`src/rtl/can_esr_pkg.sv`:
```
package can_esr_pkg;
  localparam int unsigned DATA_W = 32;
  localparam int unsigned LEC_W  = 3;
  localparam logic [LEC_W-1:0] LEC_NOCHG = '1;

  localparam int unsigned POS_TX    = 3;
  localparam int unsigned POS_RX    = 4;
  localparam int unsigned POS_EPASS = 5;
  localparam int unsigned POS_EWARN = 6;
  localparam int unsigned POS_BOFF  = 7;
  localparam int unsigned POS_PER   = 8;
  localparam int unsigned POS_WAKE  = 9;
  localparam int unsigned POS_PDA   = 10;
  localparam int unsigned USED_W    = 11;

  localparam int unsigned EVI_TX   = 0;
  localparam int unsigned EVI_RX   = 1;
  localparam int unsigned EVI_PER  = 2;
  localparam int unsigned EVI_WAKE = 3;
  localparam int unsigned N_EV     = 4;

  typedef struct packed {
    logic pda;
    logic boff;
    logic ewarn;
    logic epass;
  } live_t;
endpackage

```
`src/rtl/can_esr_rst_sync.sv`:
```
module can_esr_rst_sync (
  input  logic clk,
  input  logic rst_n,
  output logic rst_sync_n
);
  logic stage_q;

  always_ff @(posedge clk or negedge rst_n) begin
    if (!rst_n) begin
      stage_q    <= 1'b0;
      rst_sync_n <= 1'b0;
    end else begin
      stage_q    <= 1'b1;
      rst_sync_n <= stage_q;
    end
  end
endmodule

```
`src/rtl/can_esr_sticky.sv`:
```
module can_esr_sticky #(
  parameter int unsigned N = 4
) (
  input  logic         clk,
  input  logic         rst_n,
  input  logic         clr,
  input  logic [N-1:0] set,
  output logic [N-1:0] q
);
  logic [N-1:0] nxt;
  logic [N-1:0] en;

  for (genvar g = 0; g < N; g++) begin : g_bit
    always_comb begin
      en[g]  = set[g] | clr;
      nxt[g] = set[g] | (q[g] & ~clr);
    end

    always_ff @(posedge clk or negedge rst_n) begin
      if (!rst_n)     q[g] <= 1'b0;
      else if (en[g]) q[g] <= nxt[g];
    end

    AST_STICKY_SET_WINS: assert property (@(posedge clk) disable iff (!rst_n)
      set[g] |=> q[g]);
    AST_STICKY_RD_CLEARS: assert property (@(posedge clk) disable iff (!rst_n)
      (clr && !set[g]) |=> !q[g]);
    AST_STICKY_HOLDS: assert property (@(posedge clk) disable iff (!rst_n)
      (!clr && !set[g]) |=> $stable(q[g]));
  end
endmodule

```
`src/rtl/can_esr_code.sv`:
```
module can_esr_code #(
  parameter int unsigned W = 3
) (
  input  logic         clk,
  input  logic         rst_n,
  input  logic         rd,
  input  logic         vld,
  input  logic [W-1:0] code,
  output logic [W-1:0] lec
);
  logic [W-1:0] lec_nxt;
  logic         lec_en;

  always_comb begin
    lec_en  = vld | rd;
    lec_nxt = vld ? code : {W{1'b1}};
  end

  always_ff @(posedge clk or negedge rst_n) begin
    if (!rst_n)      lec <= {W{1'b1}};
    else if (lec_en) lec <= lec_nxt;
  end

  AST_LEC_OVERWRITE: assert property (@(posedge clk) disable iff (!rst_n)
    vld |=> (lec == $past(code)));
  AST_LEC_RD_NOCHG: assert property (@(posedge clk) disable iff (!rst_n)
    (rd && !vld) |=> (lec == {W{1'b1}}));
  AST_LEC_STABLE: assert property (@(posedge clk) disable iff (!rst_n)
    (!rd && !vld) |=> $stable(lec));
endmodule

```
`src/rtl/can_esr_bus.sv`:
```
module can_esr_bus #(
  parameter int unsigned ADDR_W  = 4,
  parameter logic [ADDR_W-1:0] REG_OFS = '0,
  parameter int unsigned DATA_W  = 32
) (
  input  logic              clk,
  input  logic              rst_n,
  input  logic              sel,
  input  logic              wr,
  input  logic [ADDR_W-1:0] addr,
  input  logic [DATA_W-1:0] image,
  output logic              rd_stb,
  output logic [DATA_W-1:0] rdata
);
  logic hit;

  always_comb begin
    hit    = (addr == REG_OFS);
    rd_stb = sel & ~wr & hit;
  end

  always_ff @(posedge clk or negedge rst_n) begin
    if (!rst_n)      rdata <= '0;
    else if (rd_stb) rdata <= image;
  end

  AST_RDATA_HOLD: assert property (@(posedge clk) disable iff (!rst_n)
    !rd_stb |=> $stable(rdata));
  AST_RDATA_CAPTURE: assert property (@(posedge clk) disable iff (!rst_n)
    rd_stb |=> (rdata == $past(image)));
endmodule

```
`src/rtl/can_err_stat_reg.sv`:
```
module can_err_stat_reg
  import can_esr_pkg::*;
#(
  parameter int unsigned ADDR_W  = 4,
  parameter logic [ADDR_W-1:0] REG_OFS = 4'h4
) (
  input  logic              clk,
  input  logic              rst_n,
  input  logic              bus_sel,
  input  logic              bus_wr,
  input  logic [ADDR_W-1:0] bus_addr,
  input  logic [31:0]       bus_wdata,
  output logic [31:0]       bus_rdata,
  input  logic              ev_tx_ok,
  input  logic              ev_rx_ok,
  input  logic              ev_lec_vld,
  input  logic [2:0]        ev_lec,
  input  logic              ev_parity_err,
  input  logic              bus_dominant,
  input  logic              st_boff,
  input  logic              st_ewarn,
  input  logic              st_epass,
  input  logic              st_pd_ack
);
  logic              rst_sync_n;
  logic              rd_stb;
  logic [N_EV-1:0]   ev_set;
  logic [N_EV-1:0]   flags;
  logic [LEC_W-1:0]  lec;
  live_t             live;
  logic [DATA_W-1:0] image;
  logic              unused_wdata;

  assign unused_wdata = ^bus_wdata;

  can_esr_rst_sync u_rst (
    .clk        (clk),
    .rst_n      (rst_n),
    .rst_sync_n (rst_sync_n)
  );

  always_comb begin
    ev_set           = '0;
    ev_set[EVI_TX]   = ev_tx_ok;
    ev_set[EVI_RX]   = ev_rx_ok;
    ev_set[EVI_PER]  = ev_parity_err;
    ev_set[EVI_WAKE] = bus_dominant & st_pd_ack;
    live.pda         = st_pd_ack;
    live.boff        = st_boff;
    live.ewarn       = st_ewarn;
    live.epass       = st_epass;
  end

  can_esr_sticky #(.N(N_EV)) u_flags (
    .clk   (clk),
    .rst_n (rst_sync_n),
    .clr   (rd_stb),
    .set   (ev_set),
    .q     (flags)
  );

  can_esr_code #(.W(LEC_W)) u_code (
    .clk   (clk),
    .rst_n (rst_sync_n),
    .rd    (rd_stb),
    .vld   (ev_lec_vld),
    .code  (ev_lec),
    .lec   (lec)
  );

  always_comb begin
    image                = '0;
    image[LEC_W-1:0]     = lec;
    image[POS_TX]        = flags[EVI_TX];
    image[POS_RX]        = flags[EVI_RX];
    image[POS_EPASS]     = live.epass;
    image[POS_EWARN]     = live.ewarn;
    image[POS_BOFF]      = live.boff;
    image[POS_PER]       = flags[EVI_PER];
    image[POS_WAKE]      = flags[EVI_WAKE];
    image[POS_PDA]       = live.pda;
  end

  can_esr_bus #(.ADDR_W(ADDR_W), .REG_OFS(REG_OFS), .DATA_W(DATA_W)) u_bus (
    .clk    (clk),
    .rst_n  (rst_sync_n),
    .sel    (bus_sel),
    .wr     (bus_wr),
    .addr   (bus_addr),
    .image  (image),
    .rd_stb (rd_stb),
    .rdata  (bus_rdata)
  );

  AST_UPPER_ZERO: assert property (@(posedge clk) disable iff (!rst_sync_n)
    bus_rdata[DATA_W-1:USED_W] == '0);
  AST_WAKE_SET: assert property (@(posedge clk) disable iff (!rst_sync_n)
    (bus_dominant && st_pd_ack) |=> flags[EVI_WAKE]);
  AST_PER_SET: assert property (@(posedge clk) disable iff (!rst_sync_n)
    ev_parity_err |=> flags[EVI_PER]);
  AST_LIVE_BOFF: assert property (@(posedge clk) disable iff (!rst_sync_n)
    rd_stb |=> (bus_rdata[POS_BOFF] == $past(st_boff)));
  AST_WRITE_NO_CLEAR: assert property (@(posedge clk) disable iff (!rst_sync_n)
    (bus_sel && bus_wr && flags[EVI_TX]) |=> flags[EVI_TX]);
endmodule

```
`config.mk`:
```
export PLATFORM = sky130hd
export DESIGN_NAME = can_err_stat_reg
export DESIGN_NICKNAME = d
export VERILOG_FILES = /design/src/rtl/can_esr_pkg.sv /design/src/rtl/can_esr_rst_sync.sv /design/src/rtl/can_esr_sticky.sv /design/src/rtl/can_esr_code.sv /design/src/rtl/can_esr_bus.sv /design/src/rtl/can_err_stat_reg.sv
export SDC_FILE = /design/constraint.sdc
export NUM_CORES = 1
export LEC_CHECK = 0
export ABC_AREA = 1
export BUFFER_PORTS_ARGS = -buffer_cell sky130_fd_sc_hd__clkbuf_2
export CORE_ASPECT_RATIO = 1.1
export CORE_UTILIZATION = 35
export CTS_CLUSTER_SIZE = 10
export DETAILED_ROUTE_END_ITERATION = 16
export GPL_TIMING_DRIVEN = 1
export PLACE_DENSITY = 0.78
export SETUP_SLACK_MARGIN = 0.2
export SLEW_MARGIN = 10
export SYNTH_ARGS = -nofsm -noshare
export SYNTH_HDL_FRONTEND = slang
export SYNTH_SLANG_ARGS = --single-unit
```
`constraint.sdc`:
```
create_clock -name clk -period 1.4 [get_ports clk]
set_input_delay 0.28 -clock clk [delete_from_list [all_inputs] [get_ports clk]]
set_output_delay 0.28 -clock clk [all_outputs]
set_load 0.01 [all_outputs]
```
Yosys cells after proc, flatten, opt, wreduce, memory -nomap -nowiden
Index checks and enable logic that the tools add are counted.

Bits in registers: 20. Output and inout bits: 32. Word-level logic and storage cells: 28.

Equal/unequal tests: 1. Multiplexer cells: 1. Bitwise logic cells: 18.

Operators by type and width (count): $or A1 B1 Y1 (9); $and A1 B1 Y1 (7); $eq A4 B3 Y1 const B (1); $mux W3 (1); $not A1 Y1 (2).

Depth between registers and ports, before layout
Gate-level depths: netlist of the first run.

Depth in word-level cells: 6. Mapped depth: 7. Mapped depth without buffers: 6.

Cells and area by module
From an unflattened synthesis of the first run, not the netlist that was laid out.

Cell total of the unflattened synthesis: 194. Area, all modules: 1741.7 um^2.

By module, submodules not included: can_esr_bus (instances 1, cells an instance 149, area each 1372.6 um^2, sequential area each 800.8 um^2); can_esr_code (instances 1, cells an instance 22, area each 155.1 um^2, sequential area each 78.8 um^2); can_esr_sticky (instances 1, cells an instance 17, area each 148.9 um^2, sequential area each 100.1 um^2); can_esr_rst_sync (instances 1, cells an instance 3, area each 53.8 um^2, sequential area each 50.0 um^2); can_err_stat_reg (instances 1, cells an instance 3, area each 11.3 um^2, sequential area each 0.0 um^2).

Worst setup path before layout of the first run
No wires, ideal clock.

Path kind: input port to flip-flop. Start: input bus_addr[1]. End: register u_flags.q[0]. Setup time: 0.118 ns. Arrival time: 0.789 ns. Data required time: 1.282 ns. Setup slack: 0.493 ns. Stages: 4. Buffers on the path: 1. Cells stage by stage: nor2_1 -> nand3_2 -> buf_6 -> a21o_1.

Word-level cells in the longest chain between the ends: 5.

RTL lines: start, declared (RTL line can_err_stat_reg.sv:11) `input logic [ADDR_W-1:0] bus_addr,`; $eq A4 B3 Y1 * (RTL line can_esr_bus.sv:18) `hit = (addr == REG_OFS);`; $and A1 B1 Y1 * (RTL line can_esr_bus.sv:19) `rd_stb = sel & ~wr & hit;`; $not A1 Y1 (RTL line can_esr_sticky.sv:16) `nxt[g] = set[g] | (q[g] & ~clr);`; $and A1 B1 Y1 (RTL line can_esr_sticky.sv:16); $or A1 B1 Y1 (RTL line can_esr_sticky.sv:16); end signal, assigned by index (RTL line can_esr_sticky.sv:21) `else if (en[g]) q[g] <= nxt[g];`; end, declared (RTL line can_esr_sticky.sv:8) `output logic [N-1:0] q`.

Every way passes the cells marked *; elsewhere a longest branch is shown, timed or not. A chain may end at the register's enable or synchronous reset.

Final worst setup path of the first run
Start: register u_bus.rdata[0]. End: output bus_rdata[0].

RTL lines: start, declared (RTL line can_esr_bus.sv:13) `output logic [DATA_W-1:0] rdata`; start signal, assigned (RTL line can_esr_bus.sv:24) `else if (rd_stb) rdata <= image;`; end, declared (RTL line can_err_stat_reg.sv:13) `output logic [31:0] bus_rdata,`.

No word-level cell between the ends.

==> impl_metrics.toml, run 1 <==
[synthesis]
syn_inst = 105
synth_area_um2 = 995
avgSynthCellArea_um2 = 9.47
ys_types = 16
ys_seq_area_share_pct = 50.7
yosys_warnings = 0
ys_seq_elements = 20

[global_routing]
grt_pass1_wl_mm = 2.35
grt_max_degree = 31
grt_use_total_pct = 10.6
antenna_found_initial = 0
grt_pass1_vias = 590
overflow = 0

[clock_network]
cts_max_level = 1
clk_pin_slew_ns = 0.11
cts_resized = 0
cts_tree = "yes"
cts_hold_buf = 1
cts-root-buf = "clkbuf_4"
cts_buffers = 3
cts_buffer_depth = 2
post_cts_buffers = 0
clkLatencyLatePin_ns = 0.29
clkSinkCount = 20

[sta]
final.setup.tns_ns = 0
hold_viol = 0
rsz0062_at_grt = "false"
fin_crit_ns = 1.10
drv_slew = 0
clock.fmax_mhz = 907
finalCritPeriodShare_pct = 78.8
skew_ns = 0.00868
final-setup-viol-count = 0

[die]
fp-row-count = 19
initial_utilization_pct = 38.4
die-area_um2 = 3060
core_um2 = 2590
pin_count = 84
die_w_um = 52.8
chipHeight_um = 57.9

[place]
dp_hpwl_mm = 1.21
gp_congestion = 0.637
post-place-cells = 164
port_buffers = 30

[routing]
via_per_inst = 3.97
first_pass_iters = 3
vias = 671
drt_wl_total_mm = 1.48
ant_nets = 0
post-route-drc-count = 0
dr.first_iter.drc_count = 7
wl_per_cell_um = 8.75

[power]
swShare_pct = 28.6
vdd_drop_max_mv = 0.911
p_leak_uw = 0.000673
cellInternalPower_uw = 894
powerDensity_nw_per_um2 = 1100
p_comb_share_pct = 21.9
p_clk_share_pct = 21.5
netSwitchingPower_uw = 357
seqPwrFrac_pct = 56.6

[worst_setup_path]
path_class = "reg -> out"
endpoint_kind = "output port"
cp-start-kind = "flip-flop"
cpPeakStageDelay_ns = 0.40
path_cells = "clkbuf_2"
timing.critical_path.buf_inv = 1
worstPathMaxFanout = 2
path_delay_family = "flip-flops"
arrival_ns = 0.82
crit_required_ns = 1.12
slowest_stage = "dfrtp_1"

[cells_and_area]
drive_above_1_share_pct = 36.2
multi_input_comb_area_um2 = 325
instances_no_fill = 169
nNetsFinal = 191
antenna_cells = 0
n_fill_cell = 264
ff_latch_area_um2 = 504
area_growth_pct = 14.1

[flow_run]
drv_cap = 0

[min_path]
hp-class = "reg -> async"

[outcome]
status = "completed"
-- cell usage in the layout, fill, tap and decap left out, drive strengths merged --
| master | synthesis | final |
|---|---|---|
| conb | 2 | 22 |
| dlygate4sd3 | 0 | 1 |
| or2 | 3 | 3 |
| nand2 | 21 | 21 |
| inv | 14 | 14 |
| dfrtp | 17 | 17 |
| buf | 24 | 2 |
| nand3 | 4 | 4 |
| clkbuf | 0 | 34 |
| o21ai | 11 | 11 |
| a21o | 3 | 3 |
| dfstp | 3 | 3 |
| nor2 | 3 | 3 |
-- final timing paths --
check	startpoint	endpoint	slack, ns	cells after the start
worst max-delay path	u_bus.rdata[0]	bus_rdata[0]	0.30	1
worst min-delay path	u_rst.rst_sync_n	u_bus.rdata[0]	0.09	0
worst max register to register	u_code.lec[2]	u_bus.rdata[2]	0.65	2
worst min register to register	u_rst.rst_sync_n	u_bus.rdata[0]	0.09	0
max in group asynchronous	u_rst.rst_sync_n	u_bus.rdata[5]	0.86	1
min in group clk	ev_parity_err	u_flags.q[2]	0.16	2
-- cells by family (layout without fill, tap and decap cells) --
logic type / after synthesis / count (layout) / share of synthesized area [%]
buf+inv: 38 / 51 / 24.2
simple gates: 31 / 31 / 14.7
flops: 20 / 20 / 50.7
compound gates: 14 / 14 / 9.69
other cells: 2 / 22 / 0.755
-- cell usage after synthesis, drive strengths merged --
library cell | instances | area, um^2
buf | 24 | 188
dfrtp | 17 | 425
inv | 14 | 52.6
a21o | 3 | 22.5
o21ai | 11 | 73.8
conb | 2 | 7.51
nand3 | 4 | 25.0
or2 | 3 | 18.8
nor2 | 3 | 16.3
dfstp | 3 | 78.8
nand2 | 21 | 86.3
-- cell type report --
| class | instances | share of cell area [%] |
|---|---|---|
| sequential | 20 | 44.4 |
| clock buffer | 4 | 2.32 |
| tap | 31 | 3.42 |
| timing repair buffer | 33 | 16.5 |
| multi-input combinational | 67 | 28.7 |
| inverter | 14 | 4.63 |
-- per-layer routing --
layer  part of all wire [%]  vias to the layer above  global-route usage, %  routed length (um)
met5                      0                        -                      0                   0
met4                   0.61                        0                   1.13                   9
met3                    6.2                        2                   4.72                  91
met2                     56                       29                   20.1                 833
met1                     37                      298                   10.7                 544
li1                       -                      342                      -                   -
-- per-stage QoR --
step | area, um^2 | hold WS (ns) | setup slack (ns) | power, uW | util, %
final | 1130 | 0.0946 | 0.297 | 1250 | 43.8
after global routing | 1130 | 0.117 | 0.244 | 1340 | 43.8
after floorplan | 1070 | -0.0156 | 0.493 | 922 | -
after detailed placement | 1100 | 0.0715 | 0.297 | 999 | 42.4
after global placement | 1100 | 0.0667 | 0.374 | 987 | 42.4
after CTS | 1130 | 0.107 | 0.266 | 1290 | 43.8
-- power by group through the flow --
stage / clock network, uW / registers [uW] / logic, uW
after global routing: 310 / 720 / 313
after floorplan: 0 / 753 / 169
after CTS: 295 / 711 / 280
final: 269 / 708 / 274
after global placement: 0 / 718 / 269
after detailed placement: 0 / 722 / 277
-- flip-flops by register name (all words and copies together), names as in the netlist --
register and cells:
u_rst.stage_q 1, u_flags.q 4, u_rst.rst_sync_n 1, u_code.lec 3
u_bus.rdata 11
(Power assumes the default switching activity.)
==> inputs of run 2 (changes only) <==
- clock period: 1.4 -> 1.15 ns (I/O delays scaled with it)
==> impl_metrics.toml, run 2 (synthesis gave the netlist of run 1 again) <==
[outcome]
status = "completed"

[worst_setup_path]
timing.critical_path.buf_inv = 1
crit_required_ns = 0.92
path_delay_family = "flip-flops"
path_cells = "clkbuf_2"
r2r-end = "u_bus.rdata[2]"
timing.rr.start = "u_code.lec[2]"
worstPathMaxFanout = 2
path_class = "reg -> out"
cp-start-kind = "flip-flop"
slowest_stage = "dfrtp_1"
r2r_slack_ns = 0.39
endpoint_kind = "output port"
cpPeakStageDelay_ns = 0.40
arrival_ns = 0.83
reg2reg_depth = 2

[global_routing]
overflow = 0
grt_pass1_wl_mm = 2.44
grt_use_total_pct = 11.1
grt_pass1_vias = 583
grt_max_degree = 31
antenna_found_initial = 0

[routing]
via_per_inst = 3.85
drt_wl_total_mm = 1.56
wl_per_cell_um = 8.85
first_pass_iters = 2
vias = 678
post-route-drc-count = 0
ant_nets = 0
dr.first_iter.drc_count = 6

[cells_and_area]
n_fill_cell = 267
antenna_cells = 0
multi_input_comb_area_um2 = 325
top_regs = "u_bus.rdata: 11 flops, u_flags.q: 4 flops, u_code.lec: 3 flops"
instances_no_fill = 176
layout_commonest_cell = "clkbuf_2"
ff_latch_area_um2 = 504
largest_register_ffs = 11
drive_above_1_share_pct = 39.3
layout_common_cells = "clkbuf_2 (30), conb_1 (22), nand2_1 (20)"
regMostFlops = "u_bus.rdata"
area_growth_pct = 20.6
nNetsFinal = 198

[clock_network]
clkSinkCount = 20
cts_buffers = 3
cts_max_level = 1
cts-root-buf = "clkbuf_4"
clkLatencyLatePin_ns = 0.30
cts_tree = "yes"
clk_pin_slew_ns = 0.11
cts_buffer_depth = 2

[die]
chipHeight_um = 57.9
core_um2 = 2590
die_w_um = 52.8
die-area_um2 = 3060
initial_utilization_pct = 38.4
fp-row-count = 19
pin_count = 84

[place]
post-place-cells = 164
gp_congestion = 0.641
dp_hpwl_mm = 1.22
port_buffers = 30

[min_path]
hp-class = "reg -> async"

[flow_run]
drv_cap = 0

[sta]
hold_viol = 0
clock.fmax_mhz = 945
final.setup.tns_ns = 0
skew_ns = 0.0124
rsz0062_at_grt = "true"
final-setup-viol-count = 0
fin_crit_ns = 1.06
drv_slew = 0
finalCritPeriodShare_pct = 92.1

[power]
seqPwrFrac_pct = 53.6
powerDensity_nw_per_um2 = 1340
netSwitchingPower_uw = 457
p_leak_uw = 0.000713
p_clk_share_pct = 20.7
p_comb_share_pct = 25.7
vdd_drop_max_mv = 0.841
cellInternalPower_uw = 1150
swShare_pct = 28.4
-- run 2: cell types whose count changed in the layout (fill, tap and decap cells not counted), sizes merged --
cell,delta
buf,+7
-- run 2: worst max-delay path by stage --
stage / from / slack, ns / depth (start not counted) / to
finish: u_bus.rdata[10] / 0.09 / 1 / bus_rdata[10]
global placement: bus_addr[1] / 0.17 / 5 / u_flags.q[1]
CTS: u_bus.rdata[0] / 0.07 / 1 / bus_rdata[0]
global route: u_bus.rdata[8] / 0.04 / 1 / bus_rdata[8]
detailed placement: bus_addr[1] / 0.09 / 5 / u_flags.q[1]
floorplan: bus_addr[1] / 0.29 / 4 / u_flags.q[0]
-- run 2: per-layer routing --
metal | global-route usage, % | share of wire [%] | wire (um) | up-vias
li1 | - | - | - | 353
met1 | 12.6 | 40 | 626 | 294
met2 | 18.8 | 53 | 825 | 29
met3 | 4.72 | 6.0 | 93 | 2
met4 | 3.38 | 0.77 | 12 | 0
met5 | 0 | 0 | 0 | -
-- run 2: metrics by stage --
step           util [%]  area, um^2  hold WS (ns)  power, uW  worst slack (ns)
3_3_place_gp       42.9        1110        0.0166       1210             0.173
5_1_grt            46.3        1200        0.0926       1730            0.0425
4_1_cts            44.9        1160        0.0997       1590            0.0698
2_1_floorplan         -        1070       -0.0656       1120             0.293
3_5_place_dp       42.9        1110        0.0205       1220            0.0922
6_report           46.3        1200         0.106       1610            0.0913
-- run 2: area by class of cell --
type | count | area share (%)
clock buffers | 4 | 2.19
inverters | 14 | 4.38
multi-input cells | 67 | 27.1
flip-flops and latches | 20 | 42.0
well taps | 31 | 3.23
repair buffers | 40 | 21.1
-- run 2: what timing repair did --
item	in CTS	in global routing
cloned	0	0
gates resized for setup	0	0
buffers inserted	2	5
hold buffers	1	0
setup endpoints to repair	11	11
hold endpoints to repair	2	0
-- run 2: power groups by stage --
stage	registers (uW)	logic, uW	clock network (uW)
3_3_place_gp	875	332	0
5_1_grt	875	468	391
4_1_cts	867	369	353
6_report	863	414	333
2_1_floorplan	917	205	0
3_5_place_dp	882	342	0
